--- config.mk ---
export PLATFORM = sky130hd
export DESIGN_NAME = ustime_core
export DESIGN_NICKNAME = d
export VERILOG_FILES = /design/src/rtl/ustime_pkg.sv /design/src/rtl/ustime_loadregs.sv /design/src/rtl/ustime_counter.sv /design/src/rtl/ustime_readout.sv /design/src/rtl/ustime_core.sv
export SDC_FILE = /design/constraint.sdc
export NUM_CORES = 1
export LEC_CHECK = 0
export BUFFER_PORTS_ARGS = -buffer_cell sky130_fd_sc_hd__buf_2
export CORE_UTILIZATION = 64
export CTS_CLUSTER_SIZE = 20
export DETAILED_ROUTE_END_ITERATION = 12
export PLACE_DENSITY = 0.85
export SLEW_MARGIN = 0
export SYNTH_ARGS = -nofsm -noshare
export SYNTH_HDL_FRONTEND = slang
export SYNTH_SLANG_ARGS = --single-unit
--- constraint.sdc ---
create_clock -name clk -period 4.6 [get_ports clk]
set_input_delay 1.15 -clock clk [delete_from_list [all_inputs] [get_ports clk]]
set_output_delay 1.15 -clock clk [all_outputs]
set_load 0.05 [all_outputs]
--- src/rtl/ustime_pkg.sv ---
// Package: shared widths and register indices for the microsecond counter.
// Assumes one 32-bit register bus word; the count spans two bus words.
package ustime_pkg;
    localparam int WORD_W   = 32;
    localparam int IDX_W    = 6;
    localparam int CNT_W    = 2 * WORD_W;

    localparam logic [IDX_W-1:0] IDX_LOAD_LO = 6'd2;
    localparam logic [IDX_W-1:0] IDX_LOAD_HI = 6'd3;
    localparam logic [IDX_W-1:0] IDX_LIVE_LO = 6'd58;
    localparam logic [IDX_W-1:0] IDX_LIVE_HI = 6'd59;

    // Decoded bus access, one flag per register touched.
    typedef struct packed {
        logic wr_lo;
        logic wr_hi;
        logic rd_live_lo;
    } bus_dec_t;
endpackage

--- src/rtl/ustime_loadregs.sv ---
// Module: staging registers for the reload value and the falling-edge
// detector on the top bit of the upper word.
// Assumes decoded write strobes; emits a one-cycle reload pulse in the
// cycle after the write that clears the top bit.
module ustime_loadregs
    import ustime_pkg::*;
#(
    parameter int W = WORD_W
) (
    input  logic           clk,
    input  logic           rst_n,
    input  logic           wr_lo,
    input  logic           wr_hi,
    input  logic [W-1:0]   wdata,
    output logic [W-1:0]   load_lo,
    output logic [W-1:0]   load_hi,
    output logic           reload
);
    logic msb_prev;

    // Capture software writes into the staging registers.
    always_ff @(posedge clk) begin
        if (!rst_n) begin
            load_lo <= '0;
            load_hi <= '0;
        end else begin
            if (wr_lo) load_lo <= wdata;
            if (wr_hi) load_hi <= wdata;
        end
    end

    // Delay the top bit one cycle for edge detection.
    always_ff @(posedge clk) begin
        if (!rst_n) msb_prev <= 1'b0;
        else        msb_prev <= load_hi[W-1];
    end

    // Reload on a 1-to-0 transition of the stored top bit.
    always_comb reload = msb_prev & ~load_hi[W-1];

    // a reload pulse must follow a write of the upper word with top bit clear.
    a_r4_pulse_source: assert property (@(posedge clk) disable iff (!rst_n)
        reload |-> $past(wr_hi && !wdata[W-1]));

    // the pulse lasts one cycle only.
    a_r4_single_pulse: assert property (@(posedge clk) disable iff (!rst_n)
        reload |=> !reload);

    // without an upper-word write the upper staging register holds.
    a_r3_hi_holds: assert property (@(posedge clk) disable iff (!rst_n)
        !wr_hi |=> $stable(load_hi));
endmodule

--- src/rtl/ustime_counter.sv ---
// Module: the 64-bit free-running microsecond count.
// Assumes reload and tick are synchronous to clk; reload has priority.
// The sum is split into lanes of one bus word each, chained by carry.
module ustime_counter
    import ustime_pkg::*;
#(
    parameter int W     = WORD_W,
    parameter int LANES = 2
) (
    input  logic             clk,
    input  logic             rst_n,
    input  logic             tick,
    input  logic             reload,
    input  logic [W*LANES-1:0] load_val,
    output logic [W*LANES-1:0] count
);
    localparam int CW = W * LANES;

    logic [CW-1:0]   count_inc;
    logic [LANES:0]  carry;

    assign carry[0] = 1'b1;

    // Per-lane increment with ripple carry between words.
    for (genvar g = 0; g < LANES; g++) begin : g_lane
        logic [W:0] lane_sum;
        always_comb lane_sum = {1'b0, count[g*W +: W]} + {{W{1'b0}}, carry[g]};
        assign count_inc[g*W +: W] = lane_sum[W-1:0];
        assign carry[g+1]          = lane_sum[W];
    end

    // Apply reload first, else advance on tick.
    always_ff @(posedge clk) begin
        if (!rst_n)      count <= '0;
        else if (reload) count <= load_val;
        else if (tick)   count <= count_inc;
    end

    // count equals the staged value one edge after the reload pulse.
    a_r4_reload_value: assert property (@(posedge clk) disable iff (!rst_n)
        reload |=> count == $past(load_val));

    // tick alongside reload does not add one.
    a_r9_reload_wins: assert property (@(posedge clk) disable iff (!rst_n)
        (reload && tick) |=> count == $past(load_val));

    // one tick without reload adds exactly one (modulo 2^64, R6).
    a_r5_step: assert property (@(posedge clk) disable iff (!rst_n)
        (tick && !reload) |=> count == $past(count) + 1'b1);

    // no tick and no reload keeps the count.
    a_r5_hold: assert property (@(posedge clk) disable iff (!rst_n)
        (!tick && !reload) |=> $stable(count));
endmodule

--- src/rtl/ustime_readout.sv ---
// Module: registered read mux with a coherent copy of the upper half.
// Assumes a read of the lower live word precedes the upper live read.
module ustime_readout
    import ustime_pkg::*;
#(
    parameter int W = WORD_W
) (
    input  logic             clk,
    input  logic             rst_n,
    input  logic             rd,
    input  logic [IDX_W-1:0] idx,
    input  logic [W-1:0]     load_lo,
    input  logic [W-1:0]     load_hi,
    input  logic [2*W-1:0]   count,
    output logic [W-1:0]     rdata
);
    logic [W-1:0] hi_snap;
    logic [W-1:0] rd_mux;

    // Select the word addressed by the bus index.
    always_comb begin
        unique case (idx)
            IDX_LOAD_LO: rd_mux = load_lo;
            IDX_LOAD_HI: rd_mux = load_hi;
            IDX_LIVE_LO: rd_mux = count[W-1:0];
            IDX_LIVE_HI: rd_mux = hi_snap;
            default:     rd_mux = '0;
        endcase
    end

    // Register read data and take the upper-half copy on a lower read.
    always_ff @(posedge clk) begin
        if (!rst_n) begin
            rdata   <= '0;
            hi_snap <= '0;
        end else if (rd) begin
            rdata <= rd_mux;
            if (idx == IDX_LIVE_LO) hi_snap <= count[2*W-1:W];
        end
    end

    // the copy tracks the upper half seen at the lower read.
    a_r7_snap_coherent: assert property (@(posedge clk) disable iff (!rst_n)
        (rd && idx == IDX_LIVE_LO) |=> hi_snap == $past(count[2*W-1:W]));

    // read data holds when no read is issued.
    a_r10_rdata_hold: assert property (@(posedge clk) disable iff (!rst_n)
        !rd |=> $stable(rdata));
endmodule

--- src/rtl/ustime_core.sv ---
// Module: top of the loadable microsecond timestamp counter.
// Assumes a single clock domain and a tick pulse of one cycle per microsecond.
module ustime_core
    import ustime_pkg::*;
#(
    parameter int W  = WORD_W,
    parameter int IW = IDX_W
) (
    input  logic          clk,
    input  logic          rst_n,
    input  logic          tick_us,
    input  logic          bus_wr,
    input  logic          bus_rd,
    input  logic [IW-1:0] bus_idx,
    input  logic [W-1:0]  bus_wdata,
    output logic [W-1:0]  bus_rdata
);
    localparam int LANES = 2;
    localparam int CW    = W * LANES;

    bus_dec_t       dec;
    logic [W-1:0]   load_lo;
    logic [W-1:0]   load_hi;
    logic           reload;
    logic [CW-1:0]  count;
    logic [CW-1:0]  load_val;

    // Decode bus strobes; live indices are read-only.
    always_comb begin
        dec.wr_lo      = bus_wr && (bus_idx == IDX_LOAD_LO);
        dec.wr_hi      = bus_wr && (bus_idx == IDX_LOAD_HI);
        dec.rd_live_lo = bus_rd && (bus_idx == IDX_LIVE_LO);
    end

    // Form the reload value with the trigger bit forced clear.
    always_comb load_val = {1'b0, load_hi[W-2:0], load_lo};

    ustime_loadregs #(.W(W)) u_load (
        .clk     (clk),
        .rst_n   (rst_n),
        .wr_lo   (dec.wr_lo),
        .wr_hi   (dec.wr_hi),
        .wdata   (bus_wdata),
        .load_lo (load_lo),
        .load_hi (load_hi),
        .reload  (reload)
    );

    ustime_counter #(.W(W), .LANES(LANES)) u_cnt (
        .clk      (clk),
        .rst_n    (rst_n),
        .tick     (tick_us),
        .reload   (reload),
        .load_val (load_val),
        .count    (count)
    );

    ustime_readout #(.W(W)) u_rd (
        .clk     (clk),
        .rst_n   (rst_n),
        .rd      (bus_rd),
        .idx     (bus_idx),
        .load_lo (load_lo),
        .load_hi (load_hi),
        .count   (count),
        .rdata   (bus_rdata)
    );

    // writes to live indices leave the staging registers untouched.
    a_r8_ro_ignored: assert property (@(posedge clk) disable iff (!rst_n)
        (bus_wr && (bus_idx == IDX_LIVE_LO || bus_idx == IDX_LIVE_HI))
        |=> ($stable(load_lo) && $stable(load_hi)));

    // a lower-word write alone never triggers a reload.
    a_r3_lo_no_reload: assert property (@(posedge clk) disable iff (!rst_n)
        (bus_wr && bus_idx == IDX_LOAD_LO) |=> !reload);
endmodule

==> impl_metrics.yaml, run 1 <==
timing:
  tns_ps: 0
  tightest_slew_ps: 1360
  slew_headroom_pct: 8.84
  hold_viol: 0
  fin_crit_sh_pct: 75.5
  finalMaxSlewViolations: 0
  fin_crit_ps: 3470
  whs_ps: 454
  rsz0062_at_grt: "false"
  fin_skew_ps: 8.45
  setup_viol: 0
  fmax_mhz: 288
floorplan:
  fp-row-count: 41
  core-area_um2: 12800
  die_w_um: 117
  die-height_um: 117
  start_util_pct: 66.4
  ioPinCount: 75
  dieArea_um2: 13800
setup_path:
  path_max_fanout: 8
  worstReg2RegEnd: "u_cnt.count[60]"
  cp-startpoint: "u_cnt.count[4]"
  slowest_stage: "or4_4"
  r2r-start: "u_cnt.count[4]"
  cp-start-kind: "register"
  cp-endpoint: "u_cnt.count[60]"
  path_cells: "nand4_4, or4_4, nor3_1, ha_1, ha_1, and2_1, nand4_1, nor4_1, xnor2_1, a21oi_1"
  reg2regPathDepth: 10
  path_common_cell: "ha_1"
  cp-end-kind: "register"
  required_ps: 4880
  critical_path_class: "reg -> reg"
  critPathMaxStageDelay_ps: 610
  rrSetupSlack_ps: 1130
  arrival_ps: 3750
global_routing:
  overflow: 0
  grt_pass1_wl_um: 39200
  track_usage_pct: 36.3
  antenna_found_initial: 0
  grt_max_degree: 109
  grt_pass1_vias: 7303
power_and_ir_drop:
  irDropWorstVdd_mv: 0.259
  p_leak_nw: 3.41
  power.density_nw_per_um2: 345
outcome:
  outcome: "completed"
drt:
  drc: 0
  vias: 8112
  drtIter0Drc: 1144
  vias_per_cell: 6.41
  drt_pre_antenna_iters: 6
  drt_wl_total_um: 24700
  wl_per_cell_um: 19.6
  ant_nets: 0
synth:
  syn_avg_cell_area_um2: 8.12
  synth-edff-count: 0
  ys_seq_area_share_pct: 45.3
  netlist_instances: 1050
  yosysWarningCount: 0
  syn_area_um2: 8520
  synth_seq_cells: 193
  synth_fp_nets: 1096
  netlist-cell-type-count: 41
  synthFlopType: "dfxtp_1"
  async_flop_share_pct: 0
placement:
  place_hpwl_um: 16400
  io_buffers: 74
  place.gp.congestion: 0.992
layout:
  nets: 1126
  areaGrowthSynthToFinish_pct: 11.9
  drive_gt1_share_pct: 12.4
  diodes: 0
  utilization_pct: 74.4
clock_network:
  postCtsSetupBuffers: 0
  cts_buffers: 17
  cts.reportedPaths.clkPinSlew_ps: 70
  cts_tree: "yes"
  ctsResizeCount: 0
  worst_skew_pair.late_latency_ps: 440
  h-tree-depth: 4
  clock_path_buffers: 2
  ctsHoldBuffers: 0
  root_buffer: "clkbuf_16"
  clock-sinks: 193
min_path:
  min_from: "u_rd.hi_snap[10]"
  min-delay-path-class: "reg -> reg"
job:
  drv_cap: 0
==> cells by family after synthesis <==
group	Yosys count	synth area share, %
flops	193	45.3
mux	3	0.352
simple gates	408	22.1
buf+inv	85	3.98
xor+xnor	60	6.17
fa+ha+maj	3	0.441
compound gates	298	21.6
==> worst max-delay path, delay by kind of cell, from the launching register on <==
family	cells	cell delay (ps)
XOR/XNOR	1	170
AND/OR/NAND/NOR	6	2010
flip-flops	1	510
adder cells (fa/ha/maj)	2	530
AO/OA/AOI/OAI	1	80
==> metal layers <==
| metal | track usage (%) | up-vias | part of all wire, % | routed length (um) |
|---|---|---|---|---|
| met5 | 0 | - | 0 | 0 |
| li1 | - | 3761 | - | - |
| met3 | 9.92 | 68 | 12 | 3050 |
| met1 | 50.7 | 3765 | 42 | 10300 |
| met4 | 14.1 | 0 | 2.7 | 670 |
| met2 | 52.9 | 518 | 43 | 10700 |
==> synthesized netlist by cell type, types with 16 or more instances <==
cell        n  share of area, %
nand3_1    32               1.9
buf_2      16              0.94
nand4_1    20               1.5
xnor2_1    30               3.1
clkbuf_1   60               2.6
dfxtp_1   193                45
o21ai_0    36               2.1
a211oi_1   19               1.7
a22o_1     32               3.3
nand2_1   251                11
a22oi_1    64               5.6
nor2_1     34               1.5
a21oi_1   137               8.0
xor2_1     30               3.1
==> cells in the final DEF (no fill, tap or decap), types with 3 or more instances in the layout <==
cell,instances
nor2_2,4
inv_1,6
a211oi_1,19
nand4_1,20
xnor2_1,30
nand3_1,32
buf_2,74
clkinvlp_4,4
a22o_1,32
ha_1,3
nor3b_1,8
and3_1,12
or4_1,4
a22oi_1,64
and2_1,9
clkinv_2,5
nand2_1,251
dfxtp_1,193
nor4_1,7
xor2_1,30
mux2i_1,3
a21oi_1,137
nor3_1,9
clkbuf_16,17
buf_4,15
bufinv_16,3
nor2_1,31
o22ai_1,8
o21ai_0,36
and4_1,6
clkinv_4,3
==> per-stage QoR <==
stage	power [mW]	setup slack [ps]	instances	cell area [um2]
after global routing	3.36	964	1265	9540
final	3.29	1130	1265	9540
after CTS	3.28	1230	1265	9540
after global placement	1.82	1370	1233	8940
after floorplan	1.77	1730	1050	8520
after detailed placement	1.82	1290	1233	8940
==> layout make-up <==
cell class / count / area (um2)
multi-input cells: 772 / 4350
flip-flops and latches: 193 / 3860
fillers: 951 / 3290
repair buffers: 89 / 483
clock buffers: 18 / 429
well taps: 172 / 215
clock inverters: 14 / 166
inverters: 7 / 27.5
==> power breakdown <==
group | internal [mW] | total [mW] | switching (mW)
Combinational | 0.0292 | 0.101 | 0.0718
Sequential | 1.68 | 1.68 | 0.00720
Clock | 0.853 | 1.50 | 0.651
==> state kept, by name, summed over array words and instances (netlist names) <==
| name | cells |
|---|---|
| u_rd.hi_snap | 32 |
| u_load.msb_prev | 1 |
| u_rd.rdata | 32 |
| u_load.load_hi | 32 |
| u_cnt.count | 64 |
| u_load.load_lo | 32 |
==> worst min-delay path by stage <==
| stage | endpoint | slack, ps | depth (start not counted) |
|---|---|---|---|
| floorplan | u_rd.hi_snap[0] | 440 | 2 |
| global placement | u_rd.hi_snap[16] | 440 | 2 |
| detailed placement | u_rd.hi_snap[25] | 450 | 2 |
| CTS | u_rd.hi_snap[2] | 460 | 2 |
| global route | u_rd.hi_snap[13] | 470 | 2 |
| finish | u_rd.hi_snap[10] | 450 | 2 |
Power figures use the tool's default switching activity.
==> inputs of run 2 (changes only) <==
- CORE_UTILIZATION: 64 -> 59
- PLACE_DENSITY: 0.85 -> 0.79
- clock period: 4.6 -> 3.49 ns (I/O delays scaled with it)
==> impl_metrics.yaml, run 2 (synthesis results as in run 1) <==
outcome:
  outcome: "completed"
setup_path:
  cp-start-kind: "register"
  reg2regPathDepth: 10
  worstReg2RegEnd: "u_cnt.count[60]"
  r2r-start: "u_cnt.count[5]"
  critical_path_class: "reg -> reg"
  arrival_ps: 3420
  rrSetupSlack_ps: 370
  path_max_fanout: 8
  required_ps: 3800
  cp-end-kind: "register"
floorplan:
  start_util_pct: 60.9
  dieArea_um2: 14900
  fp-row-count: 43
  core-area_um2: 14000
  ioPinCount: 75
  die-height_um: 122
  die_w_um: 122
min_path:
  whs_path_depth: 2
  whs_endpoint: "u_rd.hi_snap[0]"
  min-delay-path-class: "reg -> reg"
  min_from: "u_rd.hi_snap[0]"
drt:
  wl_per_cell_um: 19.2
  vias_per_cell: 6.30
  drt_pre_antenna_iters: 6
  drc: 0
  drt_wl_total_um: 24500
  vias: 8039
  ant_nets: 0
  drtIter0Drc: 968
clock_network:
  cts_tree: "yes"
  ctsResizeCount: 0
  root_buffer: "clkbuf_16"
  cts.reportedPaths.clkPinSlew_ps: 70
  clock-sinks: 193
  ctsHoldBuffers: 0
  postCtsSetupBuffers: 0
  clock_path_buffers: 2
  worst_skew_pair.late_latency_ps: 440
  h-tree-depth: 4
  cts_buffers: 17
timing:
  slew_headroom_pct: 34.1
  tightest_slew_ps: 981
  hold_viol: 0
  fin_skew_ps: 8.18
  fin_crit_ps: 3120
  rsz0062_at_grt: "false"
  fmax_mhz: 321
  setup_viol: 0
  fin_crit_sh_pct: 89.3
  finalMaxSlewViolations: 0
  tns_ps: 0
layout:
  drive_gt1_share_pct: 12.4
  diodes: 0
  areaGrowthSynthToFinish_pct: 12.0
  layout_commonest_cell: "nand2_1"
  largest_reg_flops: 64
  largest-register: "u_cnt.count"
  fill_cells: 1149
  layout_common_cells: "nand2_1, dfxtp_1, a21oi_1, buf_2, a22oi_1"
  nets: 1132
placement:
  place.gp.congestion: 0.900
  place_hpwl_um: 16200
  io_buffers: 74
global_routing:
  grt_use_met1_pct: 46.4
  track_usage_pct: 34.4
  grt_pass1_wl_um: 39000
  grt_use_met3_pct: 7.40
  grt_max_degree: 62
  grt_pass1_vias: 7434
  globalRoute.busiestLayer: "met2"
  grtUsageMet2_pct: 53.4
  overflow: 0
  antenna_found_initial: 0
power_and_ir_drop:
  irDropWorstVdd_mv: 0.375
  power.density_nw_per_um2: 443
  power_mw: 4.23
  p_leak_nw: 3.43
job:
  drv_cap: 0
[run 2: changes by cell type in the layout (fill, tap and decap cells not counted), sizes merged]
cell / delta
buf: +6
clkinv: -5
clkinvlp: -3
bufinv: -2
clkbuf: +7
[run 2: critical path, cell delays in order, from the launching register on]
cell and delay [ps]:
dfxtp_1 460, nand4_4 200, or4_4 610, nor3_1 210
ha_1 230, ha_1 190, and2_1 260, nand4_1 230
nor4_1 350, xnor2_1 160, a21oi_1 80
[run 2: worst max path at each step]
stage	start	to	slack, ps	depth (start not counted)
2_1_floorplan	u_cnt.count[4]	u_cnt.count[60]	620	11
3_3_place_gp	u_cnt.count[4]	u_cnt.count[56]	490	10
3_5_place_dp	u_cnt.count[4]	u_cnt.count[60]	380	10
4_1_cts	u_cnt.count[4]	u_cnt.count[56]	390	10
5_1_grt	u_cnt.count[4]	u_cnt.count[60]	90	10
6_report	u_cnt.count[5]	u_cnt.count[60]	370	10
[run 2: metrics by stage]
step	instances	instance area, um2	util (%)	setup slack, ps	hold WS [ps]
after global routing	1276	9550	68.3	94.4	473
after CTS	1276	9550	68.3	389	455
after floorplan	1050	8520	-	617	436
after global placement	1247	8990	64.3	487	442
after detailed placement	1247	8990	64.3	385	446
final	1276	9550	68.3	374	454
[run 2: layer usage]
metal / share of wire (%) / wire length (um)
met2: 45 / 11100
met5: 0 / 0
met4: 3.0 / 734
met1: 44 / 10700
met3: 8.0 / 1970
[run 2: final cells by class]
cell class	count	area (um2)	area share, %
Inverter	7	27.5	0.288
Multi-Input combinational cell	772	4350	45.5
Clock inverter	4	51.3	0.537
Clock buffer	25	505	5.29
Tap cell	180	225	2.36
Timing Repair Buffer	95	528	5.53
Sequential cell	193	3860	40.5
[run 2: where the power goes]
| group | internal (mW) | switching [mW] |
|---|---|---|
| registers | 2.21 | 0.00927 |
| clock network | 1.07 | 0.815 |
| logic | 0.0385 | 0.0910 |
